$ cat src/rtl/shseq_pkg.sv
package shseq_pkg;
   localparam int NTRIG     = 5;
   localparam int TB_VSUB   = 0;
   localparam int TB_MSHUT  = 1;
   localparam int TB_STROBE = 2;
   localparam int TB_EXPO   = 3;
   localparam int TB_READ   = 4;

   typedef enum logic [1:0] {
      ST_IDLE = 2'd0,
      ST_EXPO = 2'd1,
      ST_READ = 2'd2
   } seq_st_e;
endpackage

$ cat src/rtl/shseq_tog_match.sv
module shseq_tog_match #(
   parameter int PW = 12
) (
   input  logic [PW-1:0] pix_i,
   input  logic [PW-1:0] start_i,
   input  logic [PW-1:0] stop_i,
   output logic          start_hit_o,
   output logic          stop_hit_o
);
   localparam logic [PW-1:0] NEVER = {PW{1'b1}};

   always_comb begin
      start_hit_o = (start_i != NEVER) && (pix_i == start_i);
      stop_hit_o  = (stop_i  != NEVER) && (pix_i == stop_i);
   end
endmodule

$ cat src/rtl/shseq_fsm.sv
module shseq_fsm
   import shseq_pkg::*;
#(
   parameter int FW = 12,
   parameter int RW = 3
) (
   input  logic            clk_i,
   input  logic            rst_ni,
   input  logic            field_start_i,
   input  logic            trig_wr_i,
   input  logic [NTRIG-1:0] trig_i,
   input  logic [FW-1:0]   exp_fields_i,
   input  logic [RW-1:0]   rd_fields_i,
   input  logic            vdhd_off_i,
   output seq_st_e         state_o,
   output logic            fsupp_o,
   output logic            vsg_en_o,
   output logic            vdhd_en_o,
   output logic [2:0]      lvl_o
);
   seq_st_e          state_q;
   logic [NTRIG-1:0] pend_q;
   logic [FW-1:0]    ecnt_q;
   logic [RW-1:0]    rcnt_q;
   logic             rfirst_q;
   logic             auto_q;
   logic             long_q;
   logic [2:0]       lvl_q;

   always_ff @(posedge clk_i or negedge rst_ni) begin
      if (!rst_ni) begin
         state_q  <= ST_IDLE;
         pend_q   <= '0;
         ecnt_q   <= '0;
         rcnt_q   <= '0;
         rfirst_q <= 1'b0;
         auto_q   <= 1'b0;
         long_q   <= 1'b0;
         lvl_q    <= '0;
      end else if (field_start_i) begin
         unique case (state_q)
            ST_IDLE: begin
               pend_q <= '0;
               lvl_q  <= pend_q[TB_STROBE:TB_VSUB];
               if (pend_q[TB_EXPO] && (exp_fields_i != '0)) begin
                  state_q <= ST_EXPO;
                  ecnt_q  <= exp_fields_i;
                  auto_q  <= pend_q[TB_READ];
                  long_q  <= (exp_fields_i > FW'(1));
               end else if (pend_q[TB_READ]) begin
                  state_q  <= ST_READ;
                  rcnt_q   <= rd_fields_i;
                  rfirst_q <= 1'b1;
               end
            end
            ST_EXPO: begin
               if (ecnt_q == FW'(1)) begin
                  if (auto_q) begin
                     state_q  <= ST_READ;
                     rcnt_q   <= rd_fields_i;
                     rfirst_q <= 1'b1;
                  end else begin
                     state_q <= ST_IDLE;
                     lvl_q   <= '0;
                  end
               end else begin
                  ecnt_q <= ecnt_q - FW'(1);
               end
            end
            ST_READ: begin
               if (rcnt_q == '0) begin
                  state_q <= ST_IDLE;
                  lvl_q   <= '0;
               end else begin
                  rcnt_q   <= rcnt_q - RW'(1);
                  rfirst_q <= 1'b0;
               end
            end
            default: state_q <= ST_IDLE;
         endcase
      end else if (trig_wr_i && (state_q == ST_IDLE)) begin
         pend_q <= pend_q | trig_i;
      end
   end

   always_comb begin
      state_o   = state_q;
      fsupp_o   = (state_q == ST_EXPO) || ((state_q == ST_READ) && !rfirst_q);
      vsg_en_o  = (state_q != ST_EXPO);
      vdhd_en_o = !(vdhd_off_i && (state_q == ST_EXPO) && long_q);
      lvl_o     = lvl_q;
   end


   busy_ignore_chk: assert property (@(posedge clk_i) disable iff (!rst_ni)
      (state_q != ST_IDLE) |=> $stable(pend_q));


   expo_hold_chk: assert property (@(posedge clk_i) disable iff (!rst_ni)
      (state_q == ST_EXPO && !field_start_i) |=> (state_q == ST_EXPO && $stable(ecnt_q)));


   vdhd_gate_chk: assert property (@(posedge clk_i) disable iff (!rst_ni)
      !vdhd_en_o |-> (state_q == ST_EXPO && vdhd_off_i));
endmodule

$ cat src/rtl/shseq_subck.sv
module shseq_subck #(
   parameter int PW    = 12,
   parameter int CW    = 12,
   parameter int NPAIR = 2
) (
   input  logic                  clk_i,
   input  logic                  rst_ni,
   input  logic                  field_start_i,
   input  logic                  line_start_i,
   input  logic                  vsg_line_i,
   input  logic                  vsg_en_i,
   input  logic                  fsupp_i,
   input  logic [PW-1:0]         pix_i,
   input  logic [CW-1:0]         num_i,
   input  logic [CW-1:0]         skip_i,
   input  logic [NPAIR*2*PW-1:0] tog_i,
   output logic                  act_o
);
   logic [NPAIR-1:0] start_hit;
   logic [NPAIR-1:0] stop_hit;
   logic [CW-1:0]    pcnt_q;
   logic [CW-1:0]    sleft_q;
   logic             act_q;
   logic             start_any;
   logic             stop_any;

   for (genvar p = 0; p < NPAIR; p++) begin : g_pair
      shseq_tog_match #(.PW(PW)) match_i (
         .pix_i      (pix_i),
         .start_i    (tog_i[p*2*PW +: PW]),
         .stop_i     (tog_i[p*2*PW+PW +: PW]),
         .start_hit_o(start_hit[p]),
         .stop_hit_o (stop_hit[p])
      );
   end

   always_comb begin
      start_any = |start_hit;
      stop_any  = |stop_hit;
   end

   always_ff @(posedge clk_i or negedge rst_ni) begin
      if (!rst_ni) begin
         act_q   <= 1'b0;
         pcnt_q  <= '0;
         sleft_q <= '0;
      end else if (field_start_i) begin
         act_q   <= 1'b0;
         pcnt_q  <= '0;
         sleft_q <= '0;
      end else if (line_start_i) begin
         act_q <= 1'b0;
         if (vsg_line_i && vsg_en_i) sleft_q <= skip_i;
      end else if (start_any && !fsupp_i && (pcnt_q < num_i)) begin
         pcnt_q <= pcnt_q + CW'(1);
         if (sleft_q != '0) sleft_q <= sleft_q - CW'(1);
         else               act_q   <= 1'b1;
      end else if (stop_any) begin
         act_q <= 1'b0;
      end
   end

   assign act_o = act_q;


   quiet_start_chk: assert property (@(posedge clk_i) disable iff (!rst_ni)
      $rose(act_q) |-> $past(!fsupp_i));


   pulse_cap_chk: assert property (@(posedge clk_i) disable iff (!rst_ni)
      $rose(act_q) |-> ($past(pcnt_q) < $past(num_i)));


   skip_drop_chk: assert property (@(posedge clk_i) disable iff (!rst_ni)
      ($past(sleft_q) != '0 && !$past(field_start_i) && !$past(line_start_i)) |-> !$rose(act_q));
endmodule

$ cat src/rtl/shutter_seq.sv
module shutter_seq
   import shseq_pkg::*;
#(
   parameter int PW    = 12,
   parameter int FW    = 12,
   parameter int RW    = 3,
   parameter int CW    = 12,
   parameter int NPAIR = 2
) (
   input  logic                  clk_i,
   input  logic                  rst_ni,
   input  logic                  field_start_i,
   input  logic                  line_start_i,
   input  logic                  vsg_line_i,
   input  logic [PW-1:0]         pix_i,
   input  logic                  trig_wr_i,
   input  logic [NTRIG-1:0]      trig_i,
   input  logic [FW-1:0]         exp_fields_i,
   input  logic [RW-1:0]         rd_fields_i,
   input  logic                  vdhd_off_i,
   input  logic [CW-1:0]         pulse_num_i,
   input  logic [CW-1:0]         pulse_skip_i,
   input  logic                  subck_pol_i,
   input  logic [NPAIR*2*PW-1:0] tog_i,
   output logic                  subck_o,
   output logic                  vsg_en_o,
   output logic                  vdhd_en_o,
   output logic                  vsub_o,
   output logic                  mshut_o,
   output logic                  strobe_o
);
   if (PW < 2)                 begin : g_bad_pw    $error("PW must be at least 2"); end
   if (FW < 1 || RW < 1)       begin : g_bad_cnt   $error("field counters need width"); end
   if (NPAIR < 1 || NPAIR > 4) begin : g_bad_npair $error("NPAIR must be 1..4"); end

   seq_st_e    state;
   logic       fsupp;
   logic       act;
   logic [2:0] lvl;

   shseq_fsm #(.FW(FW), .RW(RW)) fsm_i (
      .clk_i        (clk_i),
      .rst_ni       (rst_ni),
      .field_start_i(field_start_i),
      .trig_wr_i    (trig_wr_i),
      .trig_i       (trig_i),
      .exp_fields_i (exp_fields_i),
      .rd_fields_i  (rd_fields_i),
      .vdhd_off_i   (vdhd_off_i),
      .state_o      (state),
      .fsupp_o      (fsupp),
      .vsg_en_o     (vsg_en_o),
      .vdhd_en_o    (vdhd_en_o),
      .lvl_o        (lvl)
   );

   shseq_subck #(.PW(PW), .CW(CW), .NPAIR(NPAIR)) subck_i (
      .clk_i        (clk_i),
      .rst_ni       (rst_ni),
      .field_start_i(field_start_i),
      .line_start_i (line_start_i),
      .vsg_line_i   (vsg_line_i),
      .vsg_en_i     (vsg_en_o),
      .fsupp_i      (fsupp),
      .pix_i        (pix_i),
      .num_i        (pulse_num_i),
      .skip_i       (pulse_skip_i),
      .tog_i        (tog_i),
      .act_o        (act)
   );

   always_comb begin
      subck_o  = act ? !subck_pol_i : subck_pol_i;
      vsub_o   = lvl[TB_VSUB];
      mshut_o  = lvl[TB_MSHUT];
      strobe_o = lvl[TB_STROBE];
   end


   expo_quiet_chk: assert property (@(posedge clk_i) disable iff (!rst_ni)
      (state == ST_EXPO) |-> (subck_o == subck_pol_i && !vsg_en_o));
endmodule

$ cat config.mk
export PLATFORM = sky130hd
export DESIGN_NAME = shutter_seq
export DESIGN_NICKNAME = d
export VERILOG_FILES = /design/src/rtl/shseq_pkg.sv /design/src/rtl/shseq_tog_match.sv /design/src/rtl/shseq_fsm.sv /design/src/rtl/shseq_subck.sv /design/src/rtl/shutter_seq.sv
export SDC_FILE = /design/constraint.sdc
export NUM_CORES = 1
export LEC_CHECK = 0
export BUFFER_PORTS_ARGS = -buffer_cell sky130_fd_sc_hd__buf_2
export CORE_MARGIN = 1
export CORE_UTILIZATION = 50
export DETAILED_ROUTE_END_ITERATION = 10
export PLACE_DENSITY_LB_ADDON = 0.08
export RECOVER_POWER = 100
export SYNTH_ARGS = -nofsm -noshare
export SYNTH_HDL_FRONTEND = slang
export SYNTH_SLANG_ARGS = --single-unit
$ cat constraint.sdc
create_clock -name clk_i -period 6.7 [get_ports clk_i]
set_input_delay 1.005 -clock clk_i [delete_from_list [all_inputs] [get_ports clk_i]]
set_output_delay 1.005 -clock clk_i [all_outputs]
set_load 0.02 [all_outputs]
==> results.cfg, run 1 <==
[outcome]
run_status = finished with violations
violations = max-capacitance violations, max-slew violations

[pwr]
leakage_nw = 2.075
power.internal_w = 0.0006954
seqPwrFrac_pct = 42.4
power.density_nw_per_um2 = 247.9
switching_share_pct = 40.32
power_frac_clock_pct = 15.2
ir_drop_mv = 0.2058
switchingPower_w = 0.0004698
comb_power_share_pct = 42.4

[drt]
dr.pass1.iters = 4
num_vias = 3789
totalWireLength_um = 9811
drtAntennaViolNets = 0
avgViaCountPerCell = 5.507
drcViolationCount = 0
routedWlPerCell_um = 14.26
drt_iter0_drc = 115

[synth]
postSynthCellCount = 482
ys.flop_type = dfrtp_1
ys_ff_latch = 53
avgSynthCellArea_sq_um = 8.501
ys_types = 51
netlist_area_sq_um = 4098
synth_edf_count = 0
syn_nets = 616
ys_seq_area_share_pct = 32.37
async_flop_share_pct = 100.0
yosysWarnings = 0

[cts]
cts_setup_buffers = 0
cts_root_buffer = clkbuf_8
clk_pin_slew_ns = 0.09
clockBufferDepth = 2
htreeDepth = 2
cts.sinks = 53
cts_tree = done
numCtsBuffers = 5
cts_resized = 0
hold_buffers = 0
clock_latency_ns = 0.31

[job]
maxCapViolations = 1

[sta]
finalSetupViolCount = 0
max_slew.worst_pin.slew_ns = 2.834
finalClockSkew_ns = 0.01071
fmax_ghz = 0.2627
fin_ws_ns = 2.893
rsz0062_at_grt = false
relSlewSlack_pct = -88.95
layout_min_cycle_time_ns = 3.807
finalHoldViolCount = 0
fin_tns_setup_ns = 0
period_share_pct = 56.82
drv_slew = 54

[grt]
grt_pass1_wl_um = 16600
antenna_found_initial = 0
grt_pass1_vias = 3673
grtUsageTotal_pct = 23.80
grt_max_degree = 54
overflow = 0

[finish]
final_core_util_pct = 60.21
layout_commonest_cell = buf_2
drive_gt1_share_pct = 23.04
area_delta_synth_final_pct = 14.72
final_cell_mix = buf_2, dfrtp_1, xnor2_1
n_antenna_cell = 0
final_nets = 719
stdcell_count = 688

[floorplan]
start_util_pct = 52.48
core_sq_um = 7807
dieHeight_um = 92.53
io_pins = 118
die_w_um = 92.53
rows = 32
dieArea_sq_um = 8562

[worst_setup_path]
crit_end = fsm_i.ecnt_q[2]$_DFFE_PN0P_
crit_arrival_ns = 3.96
r2r_slack_ns = 2.89
crit_path_end_kind = flop
r2r_start = fsm_i.state_o[1]$_DFFE_PN0P_
path_class = flop to flop
r2r_end = fsm_i.ecnt_q[2]$_DFFE_PN0P_
ff2ff_path_depth = 10
required_ns = 6.85
crit_start = fsm_i.state_o[1]$_DFFE_PN0P_
crit_path_start_kind = flop
worstPathMaxFanout = 25

[placement]
portBuffers = 117
dp.cells = 680
hpwl_um = 7694
pre_cts_ws_ns = 3.367
place_congestion = 0.8436

[hold_path]
min_path_type = flop to flop
==> per-stage QoR <==
stage / hold WS (ns) / power, W / area, sq um
after global placement: 0.4628 / 0.0009851 / 4666
final: 0.4903 / 0.001165 / 4701
after global routing: 0.5300 / 0.001267 / 4701
after detailed placement: 0.4742 / 0.001004 / 4666
after floorplan: 0.4446 / 0.0008577 / 4098
after CTS: 0.4965 / 0.001183 / 4750
==> final cells by class <==
type,instances,area (sq um)
clock inverter,1,7.507
tap,102,127.6
inverter,29,108.9
multi-input combinational,377,2470
clock buffer,7,76.32
timing repair buffer,119,584.3
fill,741,3107
sequential,53,1326
==> metal layers <==
metal	global-route usage, %	routed length (um)
met5	0	0
met4	5.339	82
met3	3.284	463
met2	42.35	4858
met1	30.55	4407
==> synthesized netlist by cell type (8+ instances only) <==
master	number	area [sq um]
nor3_1	17	85.08
nand4_1	27	168.9
xnor2_1	52	455.4
o21ai_0	32	160.2
a21oi_1	46	230.2
dfrtp_1	53	1326
buf_6	8	90.09
nor2_1	43	161.4
nor4_1	10	62.56
nand3_1	12	60.06
ha_1	22	275.3
clkbuf_1	8	30.03
inv_1	28	105.1
o21ai_1	8	40.04
nand2_1	30	112.6
o22ai_1	11	68.82
==> critical path, cell delays in order, from the launching register on <==
cell,delay (ns)
dfrtp_1,0.42
inv_1,0.09
ha_1,0.62
clkinv_1,0.43
a31oi_1,0.32
o21ai_0,0.13
a21oi_1,0.14
clkbuf_1,0.76
nand2_1,0.42
o22ai_1,0.24
a21oi_1,0.07
==> worst min-delay path by stage <==
stage                                      startpoint                          end  slack [ns]  depth (start not counted)
final                     fsm_i.rcnt_q[1]$_DFFE_PN0P_  fsm_i.rcnt_q[1]$_DFFE_PN0P_        0.49                          2
after global routing      fsm_i.rcnt_q[1]$_DFFE_PN0P_  fsm_i.rcnt_q[1]$_DFFE_PN0P_        0.53                          2
after CTS                 fsm_i.rcnt_q[1]$_DFFE_PN0P_  fsm_i.rcnt_q[1]$_DFFE_PN0P_        0.50                          2
after detailed placement  fsm_i.rcnt_q[1]$_DFFE_PN0P_  fsm_i.rcnt_q[1]$_DFFE_PN0P_        0.47                          2
after global placement    fsm_i.rcnt_q[0]$_DFFE_PN0P_  fsm_i.rcnt_q[0]$_DFFE_PN0P_        0.46                          2
after floorplan            fsm_i.rfirst_q$_DFFE_PN0P_   fsm_i.rfirst_q$_DFFE_PN0P_        0.44                          2
==> power by group through the flow <==
stage	clock, W	sequential [W]	combinational [W]
after global routing	0.000194	0.000510	0.000563
final	0.000177	0.000494	0.000494
after floorplan	0	0.000483	0.000375
after global placement	0	0.000496	0.000489
after CTS	0.000185	0.000493	0.000505
after detailed placement	0	0.000499	0.000505
==> sequential cells by signal, summed over array words and instances (netlist names) <==
name / flops
fsm_i.ecnt_q: 12
subck_i.pcnt_q: 12
subck_i.sleft_q: 12
fsm_i.pend_q: 5
fsm_i.lvl_o: 3
fsm_i.rcnt_q: 3
fsm_i.state_o: 2
fsm_i.auto_q: 1
fsm_i.long_q: 1
fsm_i.rfirst_q: 1
subck_i.act_o: 1
==> cells by family after synthesis <==
kind of cell	synth area share (%)
and+or+nand+nor	22.20
DFF	32.37
xor gates and xnor gates	13.13
AOI/OAI and AO/OA	16.95
buffers and inverters	6.565
adders and majority gates	6.717
muxes	2.076
Power figures use the tool's default switching activity.
==> inputs of run 2 (changes only) <==
- ABC_AREA: default -> 1
- CORE_UTILIZATION: 50 -> 49
- clock period: 6.7 -> 3.3 ns (I/O delays scaled with it)
==> run 2 against run 1 <==
The flow now finishes without violations. Cell count grew 37%. Sequential share of layout area decreased by 3.3 points. Highest routed layer unchanged. Combinational power increased by 150%. Die area increased by 14%. Global-route usage up 1.6 points. Power increased by 120%.
==> results.cfg, run 2 <==
[outcome]
run_status = complete, no violations

[job]
maxCapViolations = 0

[synth]
synth_edf_count = 0
synth.most_common_cell = nand2_1
ys.flop_type = dfrtp_1
syn_nets = 850
synth_top_family_by_area = simple AND/OR/NAND/NOR gates
synth.top_cells.by_count = nand2_1, inv_1, nor2_1, dfrtp_1, o21ai_0
synth_compound_area_share_pct = 9.519
synthXorXnorAreaFrac_pct = 6.510
ys_ff_latch = 53
synthSimpleGateAreaFrac_pct = 39.06
avgSynthCellArea_sq_um = 6.389
synthMuxAreaShare_pct = 0
postSynthCellCount = 716
synth_top_area_share_pct = 28.99
yosys.area.top_type = dfrtp_1
yosysWarnings = 0
yosys-top-cells-area = dfrtp_1, nand2_1, inv_1
ys_types = 35
synth_adder_area_share_pct = 6.018
netlist_area_sq_um = 4574
ys_seq_area_share_pct = 28.99
async_flop_share_pct = 100.0

[pwr]
ir_drop_mv = 0.5884
leakage_nw = 2.945
power.density_nw_per_um2 = 479.5
total_power_w = 0.002555

[grt]
overflow = 0
grt_pass1_vias = 4580
grt_max_degree = 23
grtUsageTotal_pct = 25.41
antenna_found_initial = 0
grt_pass1_wl_um = 20270

[worst_setup_path]
crit_path_start_kind = flop
crit_arrival_ns = 2.86
required_ns = 3.49
r2r_slack_ns = 0.62
crit_end = subck_i.sleft_q[4]$_DFFE_PN0P_
path_class = flop to flop
r2r_end = subck_i.sleft_q[4]$_DFFE_PN0P_
crit_path_end_kind = flop
r2r_start = fsm_i.state_o[1]$_DFFE_PN0P_
crit_start = fsm_i.state_o[1]$_DFFE_PN0P_
worstPathMaxFanout = 17
ff2ff_path_depth = 11

[finish]
top_regs = fsm_i.ecnt_q: 12 flops, subck_i.pcnt_q: 12 flops, subck_i.sleft_q: 12 flops
area_delta_synth_final_pct = 16.47
layout_commonest_cell = nand2_1
final_cell_mix = nand2_1, buf_2, inv_1
drive_gt1_share_pct = 16.17
n_antenna_cell = 0
final_nets = 969

[sta]
layout_min_cycle_time_ns = 2.676
finalSetupViolCount = 0
finalClockSkew_ns = 0.008720
fmax_ghz = 0.3737
hold-worst-slack_ns = 0.4329
relSlewSlack_pct = 16.73
rsz0062_at_grt = false
period_share_pct = 81.10
fin_tns_setup_ns = 0
max_slew.worst_pin.slew_ns = 1.249
fin_ws_ns = 0.6237
finalHoldViolCount = 0
drv_slew = 0

[drt]
drtAntennaViolNets = 0
drcViolationCount = 0
drt_iter0_drc = 151
routedWlPerCell_um = 12.72
avgViaCountPerCell = 5.246
dr.pass1.iters = 5
totalWireLength_um = 12000
num_vias = 4947

[cts]
cts_root_buffer = clkbuf_8
hold_buffers = 0
cts_tree = done
cts.sinks = 53
htreeDepth = 2
cts_resized = 0
clock_latency_ns = 0.30
clockBufferDepth = 2
numCtsBuffers = 5
clk_pin_slew_ns = 0.10
cts_setup_buffers = 0

[placement]
pre_cts_ws_ns = 0.7883
place_congestion = 0.8527
portBuffers = 117
hpwl_um = 9655

[floorplan]
die_w_um = 98.62
io_pins = 118
core_sq_um = 8891
start_util_pct = 51.45
rows = 34
dieHeight_um = 98.62
dieArea_sq_um = 9726

[hold_path]
min_path_type = input pin to async pin
-- run 2: changes by cell type after synthesis, sizes merged, moves of 8 or more --
| cell | change |
|---|---|
| nor3 | -12 |
| o22ai | -11 |
| nand4 | +13 |
| xnor2 | -35 |
| nor2 | +27 |
| xor2 | +11 |
| o21ai | +8 |
| nand3 | +20 |
| inv | +77 |
| nand2 | +210 |
| buf | -9 |
| nand3b | +10 |
| a21oi | -21 |
| nor4 | -9 |
-- run 2: layer usage --
metal / part of all wire (%) / wire (um) / GRT usage (%) / vias up
li1: - / - / - / 2534
met1: 45 / 5360 / 32.81 / 2267
met2: 49 / 5874 / 45.45 / 132
met3: 4.8 / 575 / 2.979 / 14
met4: 1.6 / 188 / 6.085 / 0
met5: 0 / 0 / 0 / -
-- run 2: layout make-up --
cell class	count	area (sq um)
clock buffers	6	82.58
flip-flops and latches	53	1326
inverters	106	397.9
well taps	108	135.1
multi-input cells	547	2778
repair buffers	122	600.6
fillers	882	3563
clock inverters	1	7.507
-- run 2: power breakdown --
part           switching, W  total (W)  internal, W  leakage, nW
sequential         0.000132   0.000965     0.000833        0.683
clock              0.000206   0.000373     0.000166       0.0433
combinational      0.000795    0.00122     0.000421         2.22
total               0.00113    0.00255      0.00142         2.95
-- run 2: kinds of logic (layout without fill, tap and decap cells) --
logic type	after synthesis	after routing
AO/OA/AOI/OAI	82	82
buffers and inverters	116	235
AND/OR/NAND/NOR	409	409
adder cells (fa/ha/maj)	22	22
XOR/XNOR	34	34
flip-flops	53	53
-- run 2: worst min path at each step --
stage                                     startpoint                              to  slack, ns
after floorplan                               rst_ni        fsm_i.auto_q$_DFFE_PN0P_       0.20
after global placement    fsm_i.lvl_o[2]$_DFFE_PN0P_      fsm_i.lvl_o[2]$_DFFE_PN0P_       0.47
after detailed placement  fsm_i.lvl_o[0]$_DFFE_PN0P_      fsm_i.lvl_o[0]$_DFFE_PN0P_       0.47
after CTS                                     rst_ni  subck_i.sleft_q[7]$_DFFE_PN0P_       0.19
after global routing                       trig_i[2]     fsm_i.pend_q[2]$_DFFE_PN0P_       0.43
final                                         rst_ni  subck_i.sleft_q[6]$_DFFE_PN0P_       0.43
-- run 2: metrics by stage --
step                area, sq um  std cells  util [%]
global placement           5278        936     59.36
CTS                        5368        943     60.37
global route               5328        943     59.92
floorplan                  4574        716         -
finish                     5328        943     59.92
detailed placement         5278        936     59.36
-- run 2: worst max-delay path, cell delays in order (launching register included) --
cell	delay, ns
dfrtp_1	0.41
inv_1	0.09
ha_1	0.20
clkbuf_1	0.33
nor2_1	0.25
nand4_1	0.11
nor2_1	0.15
nand3_1	0.32
nand2_4	0.27
nand3_2	0.24
nand2_1	0.14
nand2_1	0.06
